===== src/rtl/irq_cif_pkg.sv =====
package irq_cif_pkg;

   typedef enum logic [2:0] {
      RA_CTRL   = 3'd0,
      RA_PMASK  = 3'd1,
      RA_BINPT  = 3'd2,
      RA_ACK    = 3'd3,
      RA_RUNPRI = 3'd4
   } reg_addr_e;

   localparam int SPURIOUS_ID = 1023;
   localparam int SRC_LSB     = 10;
   localparam int SRC_W       = 3;
   localparam int EN_G0_BIT   = 0;
   localparam int EN_G1_BIT   = 1;

endpackage


===== src/rtl/irq_cif_ack.sv =====
module irq_cif_ack
   import irq_cif_pkg::*;
#(
   parameter int ID_W   = 10,
   parameter int DATA_W = 32
) (
   input  logic              grant,
   input  logic [ID_W-1:0]   id,
   input  logic [SRC_W-1:0]  src,
   output logic [DATA_W-1:0] word
);

   initial begin
      assert (ID_W <= SRC_LSB) else $error("ID_W overlaps source field");
      assert (DATA_W >= SRC_LSB + SRC_W) else $error("DATA_W too narrow");
   end

   always_comb begin
      word = '0;
      if (grant) begin
         word[ID_W-1:0]          = id;
         word[SRC_LSB +: SRC_W]  = src;
      end else begin
         word = DATA_W'(SPURIOUS_ID);
      end
   end

endmodule


===== src/rtl/irq_cif_bank.sv =====
module irq_cif_bank
   import irq_cif_pkg::*;
#(
   parameter int DATA_W  = 32,
   parameter int PRI_W   = 8,
   parameter int BPR_W   = 3,
   parameter int BPR_RST = 2,
   parameter bit IRQ_REG = 1'b1
) (
   input  logic              clk,
   input  logic              rst_n,
   input  logic              glb_en,
   input  logic              wr_en,
   input  logic [2:0]        addr,
   input  logic [DATA_W-1:0] wdata,
   input  logic              ack_take,
   input  logic              pend_vld,
   input  logic [PRI_W-1:0]  pend_pri,
   input  logic              pend_act,
   output logic [DATA_W-1:0] ctrl_q,
   output logic [PRI_W-1:0]  pmr_q,
   output logic [BPR_W-1:0]  bpr_q,
   output logic [PRI_W-1:0]  rpr_q,
   output logic              cpu_en,
   output logic              irq
);

   localparam logic [PRI_W-1:0] PRI_IDLE = '1;

   initial begin
      assert (DATA_W >= 2) else $error("control word too narrow");
      assert (BPR_RST < (1 << BPR_W)) else $error("BPR_RST out of range");
   end

   logic want;

   always_ff @(posedge clk or negedge rst_n) begin
      if (!rst_n) begin
         ctrl_q <= '0;
         pmr_q  <= PRI_IDLE;
         bpr_q  <= BPR_W'(BPR_RST);
      end else if (wr_en) begin
         case (reg_addr_e'(addr))
            RA_CTRL:  ctrl_q <= wdata;
            RA_PMASK: pmr_q  <= wdata[PRI_W-1:0];
            RA_BINPT: bpr_q  <= wdata[BPR_W-1:0];
            default:  ;
         endcase
      end
   end

   always_ff @(posedge clk or negedge rst_n) begin
      if (!rst_n)        rpr_q <= PRI_IDLE;
      else if (ack_take) rpr_q <= pend_pri;
   end

   assign cpu_en = ctrl_q[EN_G0_BIT] | ctrl_q[EN_G1_BIT];
   assign want   = glb_en & cpu_en & pend_vld & ~pend_act & (pend_pri < pmr_q);

   generate
      if (IRQ_REG) begin : g_irq_reg
         logic irq_q;
         always_ff @(posedge clk or negedge rst_n) begin
            if (!rst_n) irq_q <= 1'b0;
            else        irq_q <= want;
         end
         assign irq = irq_q;

         AST_IRQ_GATED: assert property (@(posedge clk) disable iff (!rst_n)
            irq |-> $past(glb_en && pend_vld && !pend_act));
         AST_IRQ_BELOW_MASK: assert property (@(posedge clk) disable iff (!rst_n)
            irq |-> ($past(pend_pri) < $past(pmr_q)));
         AST_NO_EN_NO_IRQ: assert property (@(posedge clk) disable iff (!rst_n)
            (ctrl_q[1:0] == 2'b00) |=> !irq);
      end else begin : g_irq_comb
         assign irq = want;
      end
   endgenerate

   AST_CTRL_FULL_WORD: assert property (@(posedge clk) disable iff (!rst_n)
      (wr_en && addr == RA_CTRL) |=> (ctrl_q == $past(wdata)));
   AST_RPR_HOLD: assert property (@(posedge clk) disable iff (!rst_n)
      !ack_take |=> $stable(rpr_q));

endmodule


===== src/rtl/irq_cpu_iface.sv =====
module irq_cpu_iface
   import irq_cif_pkg::*;
#(
   parameter int NUM_CPU = 8,
   parameter int ID_W    = 10,
   parameter int PRI_W   = 8,
   parameter int BPR_W   = 3,
   parameter int BPR_RST = 2,
   parameter bit IRQ_REG = 1'b1
) (
   input  logic                     clk,
   input  logic                     rst_n,
   input  logic                     glb_en,
   input  logic [2:0]               reg_cpu,
   input  logic [2:0]               reg_addr,
   input  logic                     reg_wr,
   input  logic                     reg_rd,
   input  logic [31:0]              reg_wdata,
   output logic [31:0]              reg_rdata,
   input  logic [NUM_CPU-1:0]       pend_vld,
   input  logic [NUM_CPU*ID_W-1:0]  pend_id,
   input  logic [NUM_CPU*PRI_W-1:0] pend_pri,
   input  logic [NUM_CPU*SRC_W-1:0] pend_src,
   input  logic [NUM_CPU-1:0]       pend_act,
   output logic [NUM_CPU-1:0]       irq
);

   localparam int DATA_W = 32;

   initial begin
      assert (NUM_CPU >= 1 && NUM_CPU <= (1 << SRC_W)) else $error("NUM_CPU out of range");
      assert (PRI_W <= DATA_W && BPR_W <= DATA_W) else $error("field wider than data");
   end

   logic [DATA_W-1:0] ctrl_a [NUM_CPU];
   logic [PRI_W-1:0]  pmr_a  [NUM_CPU];
   logic [BPR_W-1:0]  bpr_a  [NUM_CPU];
   logic [PRI_W-1:0]  rpr_a  [NUM_CPU];
   logic [NUM_CPU-1:0] en_a;
   logic [NUM_CPU-1:0] wr_sel;
   logic [NUM_CPU-1:0] take_sel;

   logic              sel_ok;
   logic              sel_en, sel_vld, grant, ack_rd;
   logic [ID_W-1:0]   sel_id;
   logic [SRC_W-1:0]  sel_src;
   logic [DATA_W-1:0] ack_word;

   assign sel_ok = 32'(reg_cpu) < NUM_CPU;

   always_comb begin
      sel_en  = 1'b0;
      sel_vld = 1'b0;
      sel_id  = '0;
      sel_src = '0;
      for (int c = 0; c < NUM_CPU; c++) begin
         if (sel_ok && 32'(reg_cpu) == c) begin
            sel_en  = en_a[c];
            sel_vld = pend_vld[c];
            sel_id  = pend_id[c*ID_W +: ID_W];
            sel_src = pend_src[c*SRC_W +: SRC_W];
         end
      end
   end

   assign grant  = glb_en & sel_en & sel_vld;
   assign ack_rd = reg_rd & (reg_addr == RA_ACK);

   irq_cif_ack #(.ID_W(ID_W), .DATA_W(DATA_W)) i_ack (
      .grant (grant),
      .id    (sel_id),
      .src   (sel_src),
      .word  (ack_word)
   );

   generate
      for (genvar c = 0; c < NUM_CPU; c++) begin : g_bank
         assign wr_sel[c]   = reg_wr & sel_ok & (32'(reg_cpu) == c);
         assign take_sel[c] = ack_rd & grant & sel_ok & (32'(reg_cpu) == c);

         irq_cif_bank #(
            .DATA_W (DATA_W), .PRI_W (PRI_W), .BPR_W (BPR_W),
            .BPR_RST(BPR_RST), .IRQ_REG(IRQ_REG)
         ) i_bank (
            .clk      (clk),
            .rst_n    (rst_n),
            .glb_en   (glb_en),
            .wr_en    (wr_sel[c]),
            .addr     (reg_addr),
            .wdata    (reg_wdata),
            .ack_take (take_sel[c]),
            .pend_vld (pend_vld[c]),
            .pend_pri (pend_pri[c*PRI_W +: PRI_W]),
            .pend_act (pend_act[c]),
            .ctrl_q   (ctrl_a[c]),
            .pmr_q    (pmr_a[c]),
            .bpr_q    (bpr_a[c]),
            .rpr_q    (rpr_a[c]),
            .cpu_en   (en_a[c]),
            .irq      (irq[c])
         );
      end
   endgenerate

   always_comb begin
      reg_rdata = '0;
      for (int c = 0; c < NUM_CPU; c++) begin
         if (sel_ok && 32'(reg_cpu) == c) begin
            case (reg_addr_e'(reg_addr))
               RA_CTRL:   reg_rdata = ctrl_a[c];
               RA_PMASK:  reg_rdata = DATA_W'(pmr_a[c]);
               RA_BINPT:  reg_rdata = DATA_W'(bpr_a[c]);
               RA_ACK:    reg_rdata = ack_word;
               RA_RUNPRI: reg_rdata = DATA_W'(rpr_a[c]);
               default:   reg_rdata = '0;
            endcase
         end
      end
   end

   AST_ONE_BANK_WR: assert property (@(posedge clk) disable iff (!rst_n)
      $onehot0(wr_sel));
   AST_ONE_BANK_ACK: assert property (@(posedge clk) disable iff (!rst_n)
      $onehot0(take_sel));
   AST_SPURIOUS: assert property (@(posedge clk) disable iff (!rst_n)
      (ack_rd && (!glb_en || !sel_vld)) |-> (reg_rdata == 32'd1023));
   AST_ACK_SRC_FIELD: assert property (@(posedge clk) disable iff (!rst_n)
      (ack_rd && reg_rdata != 32'd1023) |-> (reg_rdata[31:13] == '0));

endmodule


===== config.mk =====
export PLATFORM = sky130hd
export DESIGN_NAME = irq_cpu_iface
export DESIGN_NICKNAME = d
export VERILOG_FILES = /design/src/rtl/irq_cif_pkg.sv /design/src/rtl/irq_cif_ack.sv /design/src/rtl/irq_cif_bank.sv /design/src/rtl/irq_cpu_iface.sv
export SDC_FILE = /design/constraint.sdc
export NUM_CORES = 1
export LEC_CHECK = 0
export CORE_ASPECT_RATIO = 0.9
export CORE_MARGIN = 2
export CORE_UTILIZATION = 40
export DETAILED_ROUTE_END_ITERATION = 16
export PLACE_DENSITY = 0.6
export SKIP_CTS_REPAIR_TIMING = 1
export SYNTH_ARGS = -nofsm -noshare
export SYNTH_HDL_FRONTEND = slang
export SYNTH_SLANG_ARGS = --single-unit

===== constraint.sdc =====
create_clock -name clk -period 8.2 [get_ports clk]
set_clock_uncertainty 0.1 [all_clocks]
set_input_delay 1.23 -clock clk [delete_from_list [all_inputs] [get_ports clk]]
set_output_delay 1.23 -clock clk [all_outputs]
set_load 0.01 [all_outputs]

==> flow_metrics.tcl, run 1 <==
set metrics [dict create \
    outcome "finished clean" \
    cts_tree "done" \
    grt.overflow.total 0 \
    grt_start_max_net_pins 177 \
    synthesis.area_mm2 0.0220 \
    holdWs_ns 0.402 \
    drive_above_1_share_pct 33.7 \
    path_common_cell "o21ai_0" \
    synth_fp_nets 2111 \
    crit_fanout 55 \
    htree_levels 2 \
    ys_types 64 \
    final_antenna_net_count 0 \
    p_leak_nw 11.8 \
    relSlewSlack_pct 14.4 \
    antenna_found_initial 1 \
    postSynthAreaPerCell_um2 12.0 \
    grt_pass1_wl_um 109000 \
    pre_cts_slack_ns 1.78 \
    cts_sinks 416 \
    insertion_delay_ns 0.59 \
    ys_seq_area_share_pct 48.1 \
    core-area_mm2 0.0543 \
    cp-end-kind "output port" \
    setup_viol 0 \
    route.vias.total 16500 \
    irDropWorstVdd_uv 126 \
    nNetsFinal 2337 \
    synth-edff-count 0 \
    async_flop_share_pct 100 \
    required_ns 6.87 \
    synthCells 1828 \
    setup_tns_ns 0 \
    cts_made_buffers 46 \
    yosysWarningCount 0 \
    hold_depth 1 \
    power.density_mw_per_mm2 201 \
    min_from "g_bank[2].i_bank.ctrl_q[28]$_DFFE_PN0P_" \
    place_hpwl_um 52500 \
    cts.path.max_buffers 3 \
    finalCritPeriodShare_pct 79.8 \
    grt_pass1_vias 16600 \
    core.rowCount 81 \
    cpPeakStageDelay_ns 0.84 \
    max_freq_mhz 153 \
    final_common_cell "mux2_2" \
    min-delay-path-class "reg2reg" \
    drt_pass1_iterations 5 \
    maxCapViolCount 0 \
    cp_slowest_cell "buf_2" \
    r2r-end "g_bank[4].i_bank.rpr_q[6]$_DFFE_PN1P_" \
    r2r_slack_ns 5.27 \
    clk_pin_slew_ns 0.05 \
    mostFrequentLayoutCells "366 x mux2_2, 280 x dfrtp_1, 259 x clkdlybuf4s50_1" \
    first_iter_violations 1478 \
    io_buffer_count 266 \
    wl_per_cell_um 26.3 \
    nFillCells 4863 \
    rsz0062_at_grt "false" \
    synth-main-ff-cell "dfrtp_1" \
    dieHeight_um 226 \
    reg2reg_from "g_bank[1].i_bank.ctrl_q[0]$_DFFE_PN0P_" \
    ys_ff_latch 416 \
    crit_chain "buf_2 > nand2_1 > o21ai_0 > o21ba_1 > nor2_1 > a31oi_1 > o21ai_0 > o221ai_1 > clkdlybuf4s50_1" \
    start_util_pct 40.5 \
    final_max_slew_viol_count 0 \
    drc 0 \
    io_pins 267 \
    arrival_ns 5.22 \
    grtUsageTotal_pct 25.8 \
    gp_congestion 0.944 \
    finalWirelength_um 73400 \
    finalWorstSetupSlack_ns 1.65 \
    critical_path_class "in2out" \
    die_w_um 251 \
    cts_root_buffer "clkbuf_16" \
    whs_endpoint "g_bank[2].i_bank.ctrl_q[28]$_DFFE_PN0P_" \
    start_kind "input pin" \
    tightest_slew_ns 1.28 \
    syn2layout_area_growth_pct 21.8 \
    via_per_inst 5.91 \
    ff2ff_path_depth 8 \
    fin_crit_ns 6.55 \
    hold_viol 0 \
    die_area_mm2 0.0569 \
]
## layout make-up
cell class              count  area (µm²)  share of cell area (%)
multi-input cells        1224       10700                    39.8
flip-flops and latches    416       10600                    39.5
repair buffers            307        2990                    11.2
clock buffers              71        1330                    4.95
well taps                 705         882                    3.29
inverters                  59         221                   0.826
clock inverters            13         143                   0.532
diodes                      1        2.50                 0.00934
## how the worst max path moves through the flow
stage                    start           end  slack [ns]
detailed placement  reg_cpu[0]  reg_rdata[7]        1.78
floorplan           reg_cpu[0]  reg_rdata[0]        3.64
global route        reg_cpu[0]  reg_rdata[0]        1.48
finish              reg_cpu[2]  reg_rdata[7]        1.65
global placement    reg_cpu[2]  reg_rdata[7]        1.84
CTS                 reg_cpu[0]  reg_rdata[7]        1.77
## cells by family after synthesis
group / share of synthesized area [%]
AO/OA/AOI/OAI: 11.9
adder cells (fa/ha/maj): 3.18
buffers and inverters: 3.62
flip-flops: 48.1
multiplexers: 27.2
AND/OR/NAND/NOR: 6.03
## metrics by stage
step,utilization [%],cells,instance area (µm²),total power [W]
6_report,49.3,2796,26800,0.00540
2_1_floorplan,-,1828,22000,0.00297
3_3_place_gp,46.6,2711,25300,0.00336
3_5_place_dp,46.6,2711,25300,0.00339
5_1_grt,49.3,2795,26800,0.00563
4_1_cts,49.3,2795,26800,0.00543
## registers in the layout (all words and copies together), names as in the netlist
name and cells:
g_bank.i_bank.ctrl_q 256, g_bank.i_bank.pmr_q 64, g_bank.i_bank.rpr_q 64, g_bank.i_bank.bpr_q 24
g_bank.i_bank.irq 8
## worst max-delay path: cells and delay by family
family          cells  cell delay, ns
buf+inv             2            1.39
simple gates        2            1.28
compound gates      5            1.25
## where the power goes
group	leakage [nW]	switching (W)	internal [W]	total, W
registers	5.13	0.000144	0.00233	0.00247
clock network	0.713	0.000851	0.00118	0.00203
logic	5.93	0.000443	0.000452	0.000895
total	11.8	0.00144	0.00396	0.00540
## cell usage after synthesis (4+ instances only)
master | n | share of area [%]
and2_1 | 6 | 0.17
o31ai_1 | 8 | 0.27
buf_6 | 4 | 0.20
o21a_1 | 4 | 0.14
buf_1 | 37 | 0.63
nor3_1 | 8 | 0.18
mux2i_1 | 73 | 3.3
dfrtp_1 | 280 | 32
a21oi_1 | 96 | 2.2
buf_2 | 18 | 0.41
a22o_1 | 7 | 0.28
nand2b_1 | 16 | 0.45
buf_4 | 10 | 0.34
o211ai_1 | 9 | 0.31
dfstp_2 | 136 | 16
nand3_4 | 8 | 0.64
a21o_1 | 21 | 0.72
mux4_2 | 18 | 1.8
mux2_4 | 48 | 3.3
inv_1 | 59 | 1.0
o22a_1 | 5 | 0.20
nor2_1 | 79 | 1.3
clkbuf_1 | 60 | 1.0
a22oi_1 | 70 | 2.4
ha_1 | 56 | 3.2
a32oi_1 | 4 | 0.16
o21ai_0 | 81 | 1.8
nand4_1 | 5 | 0.14
a222oi_1 | 7 | 0.32
a31oi_1 | 11 | 0.31
a221o_1 | 4 | 0.18
o22ai_1 | 5 | 0.14
nor2b_1 | 13 | 0.37
o221ai_1 | 9 | 0.36
nand3_1 | 21 | 0.48
nand2_1 | 95 | 1.6
a221oi_1 | 22 | 0.88
mux2_2 | 366 | 19
a211oi_1 | 10 | 0.34
## layer usage
metal	global-route usage, %	vias up	wire, µm
met1	36.7	8402	32900
met5	0	-	16
met4	9.70	2	2480
li1	-	7194	-
met3	5.90	140	6510
met2	38.3	774	31500
Power figures use the tool's default switching activity.
==> inputs of run 2 (changes only) <==
==> constraint.sdc (replaced) <==
create_clock -name clk -period 6.1 [get_ports clk]
set_clock_uncertainty 0.1 [all_clocks]
set_input_delay 0.915 -clock clk [delete_from_list [all_inputs] [get_ports clk]]
set_output_delay 0.915 -clock clk [all_outputs]
set_load 0.01 [all_outputs]
==> flow_metrics.tcl, run 2 (synthesis results as in run 1) <==
set metrics [dict create \
    cp-end-kind "output port" \
    p_total_w 0.00743 \
    irDropWorstVdd_uv 179 \
    insertion_delay_ns 0.58 \
    setup_tns_ns 0 \
    die_area_mm2 0.0569 \
    relSlewSlack_pct 18.8 \
    final_common_cell "mux2_2" \
    dieHeight_um 226 \
    crit_fanout 35 \
    place_hpwl_um 52400 \
    rsz0062_at_grt "false" \
    grtUsageTotal_pct 26.0 \
    core-area_mm2 0.0543 \
    finalCritPeriodShare_pct 89.1 \
    holdWs_ns 0.156 \
    largest_registers "g_bank.i_bank.ctrl_q (256), g_bank.i_bank.pmr_q (64), g_bank.i_bank.rpr_q (64)" \
    mostFrequentLayoutCells "366 x mux2_2, 280 x dfrtp_1, 259 x clkdlybuf4s50_1" \
    cts_tree "done" \
    route.vias.total 16600 \
    nNetsFinal 2351 \
    multi_input_area_mm2 0.0106 \
    grt_pass1_vias 17000 \
    drive_above_1_share_pct 34.6 \
    die_w_um 251 \
    cts_sinks 416 \
    grt_start_max_net_pins 156 \
    start_util_pct 40.5 \
    outcome "finished clean" \
    hold_viol 0 \
    io_pins 267 \
    antenna_found_initial 2 \
    cts_made_buffers 47 \
    drt_pass1_iterations 5 \
    min-delay-path-class "in2async" \
    wl_per_cell_um 26.3 \
    maxCapViolCount 0 \
    final_max_slew_viol_count 0 \
    power.density_mw_per_mm2 275 \
    clk_pin_slew_ns 0.06 \
    required_ns 5.08 \
    critical_path_class "in2out" \
    largest-register "g_bank.i_bank.ctrl_q" \
    utilization_pct 49.7 \
    tightest_slew_ns 1.22 \
    start_kind "input pin" \
    cts.path.max_buffers 3 \
    via_per_inst 5.90 \
    final_antenna_net_count 0 \
    ff_latch_area_mm2 0.0106 \
    io_buffer_count 266 \
    largest_reg_flops 256 \
    drc 0 \
    p_leak_nw 11.9 \
    nFillCells 4800 \
    gp_congestion 0.940 \
    fin_cells 2810 \
    syn2layout_area_growth_pct 22.7 \
    core.rowCount 81 \
    grt_pass1_wl_um 110000 \
    setup_viol 0 \
    place_inst 2724 \
    htree_levels 2 \
    grt.overflow.total 0 \
    first_iter_violations 1419 \
    fin_crit_ns 5.43 \
    finalWirelength_um 74000 \
    arrival_ns 4.42 \
    max_freq_mhz 184 \
    cts_root_buffer "clkbuf_16" \
]
[run 2: changes by cell type in the layout (fill, tap and decap cells not counted), sizes merged]
cell / previous run / this run
buf: 48 / 61
clkbuf: 71 / 69
bufinv: 2 / 4
clkinvlp: 2 / 0
clkinv: 9 / 10
inv: 59 / 61
[run 2: stage by stage]
stage / cell area, µm² / setup WS, ns
2_1_floorplan: 22000 / 2.17
3_3_place_gp: 25400 / 0.862
3_5_place_dp: 25400 / 0.865
4_1_cts: 27000 / 0.854
5_1_grt: 27000 / 0.576
6_report: 27000 / 0.665
[run 2: area by class of cell]
cell class,count,share of cell area (%)
antenna,1,0.00927
clock buffer,69,5.14
clock inverter,16,0.695
inverter,59,0.820
multi-input combinational,1224,39.4
sequential,416,39.2
tap,705,3.27
timing repair buffer,320,11.4
[run 2: critical path, cell delays in order]
cell and delay (ns):
buf_2 0.60, nor3b_2 0.37, a221o_1 0.21, nand2_1 0.07, a2111oi_0 0.98, a32oi_1 0.17
a22oi_1 0.25, a221o_1 0.25, clkdlybuf4s50_1 0.57
[run 2: final timing paths]
kind,cells past startpoint,endpoint,start,slack (ns)
worst max register to register,8,g_bank[6].i_bank.rpr_q[0]$_DFFE_PN1P_,g_bank[1].i_bank.ctrl_q[1]$_DFFE_PN0P_,3.17
min in group clk,1,g_bank[2].i_bank.ctrl_q[12]$_DFFE_PN0P_,g_bank[2].i_bank.ctrl_q[12]$_DFFE_PN0P_,0.40
max in group asynchronous,2,g_bank[4].i_bank.ctrl_q[19]$_DFFE_PN0P_,rst_n,4.43
worst min register to register,1,g_bank[2].i_bank.ctrl_q[12]$_DFFE_PN0P_,g_bank[2].i_bank.ctrl_q[12]$_DFFE_PN0P_,0.40
worst max-delay path,9,reg_rdata[0],reg_addr[2],0.67
worst min-delay path,1,g_bank[0].i_bank.ctrl_q[5]$_DFFE_PN0P_,rst_n,0.16
[run 2: metal layers]
metal  vias up  share of wire [%]  wire length [µm]  track usage, %
li1       7227                  -                 -               -
met1      8553                 44             32700            36.5
met2       714                 45             33200            40.0
met3        97                8.6              6390            5.91
met4         0                2.3              1680            7.99
met5         -                  0                 0               0
[run 2: power by group]
group	switching (W)	internal (W)
clock	0.00116	0.00174
combinational	0.000604	0.000612
sequential	0.000185	0.00313
total	0.00195	0.00548
==> inputs of run 3 (changes only) <==
--- a/config.mk
+++ b/config.mk
@@ -5,11 +5,11 @@
 export SDC_FILE = /design/constraint.sdc
 export NUM_CORES = 1
 export LEC_CHECK = 0
-export CORE_ASPECT_RATIO = 0.9
+export CORE_ASPECT_RATIO = 1.75
 export CORE_MARGIN = 2
-export CORE_UTILIZATION = 40
+export CORE_UTILIZATION = 57
 export DETAILED_ROUTE_END_ITERATION = 16
-export PLACE_DENSITY = 0.6
+export PLACE_DENSITY = 0.8
 export SKIP_CTS_REPAIR_TIMING = 1
 export SYNTH_ARGS = -nofsm -noshare
 export SYNTH_HDL_FRONTEND = slang
==> flow_metrics.tcl, run 3 (synthesis results as in run 1) <==
set metrics [dict create \
    htree_levels 2 \
    largest_registers "g_bank.i_bank.ctrl_q (256), g_bank.i_bank.pmr_q (64), g_bank.i_bank.rpr_q (64)" \
    cpPeakStageDelay_ns 0.91 \
    drt_pass1_iterations 5 \
    setup_viol 0 \
    cts.path.max_buffers 3 \
    maxCapViolCount 0 \
    cts_sinks 416 \
    p_total_w 0.00715 \
    grt_pass1_wl_um 106000 \
    start_kind "input pin" \
    io_pins 267 \
    die_area_mm2 0.0402 \
    required_ns 5.08 \
    insertion_delay_ns 0.55 \
    cts_root_buffer "clkbuf_16" \
    p_leak_nw 11.8 \
    fin_crit_ns 5.65 \
    clk_pin_slew_ns 0.06 \
    route.vias.total 16600 \
    crit_chain "clkdlybuf4s50_1 > inv_1 > nor2_1 > a221oi_1 > a2111oi_0 > a32oi_1 > a22oi_1 > a221o_1 > clkdlybuf4s50_1" \
    arrival_ns 4.64 \
    grt_pass1_vias 17900 \
    finalWirelength_um 70100 \
    outcome "finished clean" \
    dieHeight_um 264 \
    max_freq_mhz 177 \
    power.density_mw_per_mm2 269 \
    place_hpwl_um 50600 \
    cts_made_buffers 40 \
    core.rowCount 95 \
    core-area_mm2 0.0383 \
    grt.overflow.total 0 \
    grt_start_max_net_pins 142 \
    nFillCells 2780 \
    syn2layout_area_growth_pct 20.5 \
    cp.buffers_inverters 3 \
    cts_tree "done" \
    mostFrequentLayoutCells "366 x mux2_2, 280 x dfrtp_1, 260 x clkdlybuf4s50_1" \
    utilization_pct 69.3 \
    wl_per_cell_um 27.2 \
    drive_above_1_share_pct 34.2 \
    gp_congestion 1.00 \
    irDropWorstVdd_uv 220 \
    crit_fanout 14 \
    path_common_cell "clkdlybuf4s50_1" \
    io_buffer_count 266 \
    largest_reg_flops 256 \
    start_util_pct 57.5 \
    setup_tns_ns 0 \
    die_w_um 153 \
    critical_path_class "in2out" \
    antenna_found_initial 4 \
    tightest_slew_ns 1.22 \
    cp_slowest_cell "clkdlybuf4s50_1" \
    holdWs_ns 0.286 \
    hold_viol 0 \
    place_inst 2504 \
    final_common_cell "mux2_2" \
    grtUsageTotal_pct 34.5 \
    via_per_inst 6.45 \
    relSlewSlack_pct 18.2 \
    first_iter_violations 1402 \
    nNetsFinal 2344 \
    critPathTopFamily "buffers and inverters" \
    largest-register "g_bank.i_bank.ctrl_q" \
    cp-end-kind "output port" \
    final_max_slew_viol_count 0 \
    drc 0 \
    rsz0062_at_grt "false" \
    min-delay-path-class "in2async" \
    final_antenna_net_count 0 \
    finalCritPeriodShare_pct 92.7 \
    fin_cells 2578 \
]
run 3: worst reg2reg max path: cells and delay by family, from the launching register on:
kind             cells  cell delay, ns
multiplexers         1            0.41
AO/OA/AOI/OAI        3            0.64
AND/OR/NAND/NOR      4            1.20
flip-flops           1            0.39
run 3: worst paths after layout:
kind / from / end / slack, ns / cells past startpoint
min reg2reg: g_bank[1].i_bank.ctrl_q[9]$_DFFE_PN0P_ / g_bank[1].i_bank.ctrl_q[9]$_DFFE_PN0P_ / 0.40 / 1
min: rst_n / g_bank[6].i_bank.irq$_DFF_PN0_ / 0.29 / 1
max in group asynchronous: rst_n / g_bank[5].i_bank.ctrl_q[7]$_DFFE_PN0P_ / 4.17 / 2
min in group clk: g_bank[1].i_bank.ctrl_q[9]$_DFFE_PN0P_ / g_bank[1].i_bank.ctrl_q[9]$_DFFE_PN0P_ / 0.40 / 1
max reg2reg: g_bank[1].i_bank.ctrl_q[1]$_DFFE_PN0P_ / g_bank[2].i_bank.rpr_q[1]$_DFFE_PN1P_ / 3.28 / 8
max: reg_addr[1] / reg_rdata[0] / 0.45 / 9
run 3: cell type report:
| type | instances | area [µm²] | share of cell area, % |
|---|---|---|---|
| Antenna cell | 1 | 2.50 | 0.00944 |
| Clock buffer | 59 | 1220 | 4.62 |
| Clock inverter | 14 | 161 | 0.609 |
| Inverter | 59 | 221 | 0.835 |
| Multi-Input combinational cell | 1224 | 10600 | 40.1 |
| Sequential cell | 416 | 10600 | 39.9 |
| Tap cell | 485 | 607 | 2.29 |
| Timing Repair Buffer | 320 | 3080 | 11.6 |
run 3: metal layers:
layer	vias up	track usage [%]	wire length (µm)
met1	8403	40.0	25100
met2	792	59.8	35300
li1	7190	-	-
met4	6	20.6	4630
met5	-	0	39
met3	235	6.27	4960
run 3: metrics by stage:
step | setup WS [ns] | cell area [µm²]
global route | 0.416 | 26500
global placement | 0.659 | 25100
CTS | 0.601 | 26500
detailed placement | 0.601 | 25100
floorplan | 2.17 | 22000
finish | 0.446 | 26500
run 3: report_power, final:
| part | internal [W] | switching [W] | total (W) |
|---|---|---|---|
| Clock | 0.00153 | 0.00108 | 0.00261 |
| Combinational | 0.000613 | 0.000592 | 0.00121 |
| Sequential | 0.00313 | 0.000202 | 0.00333 |
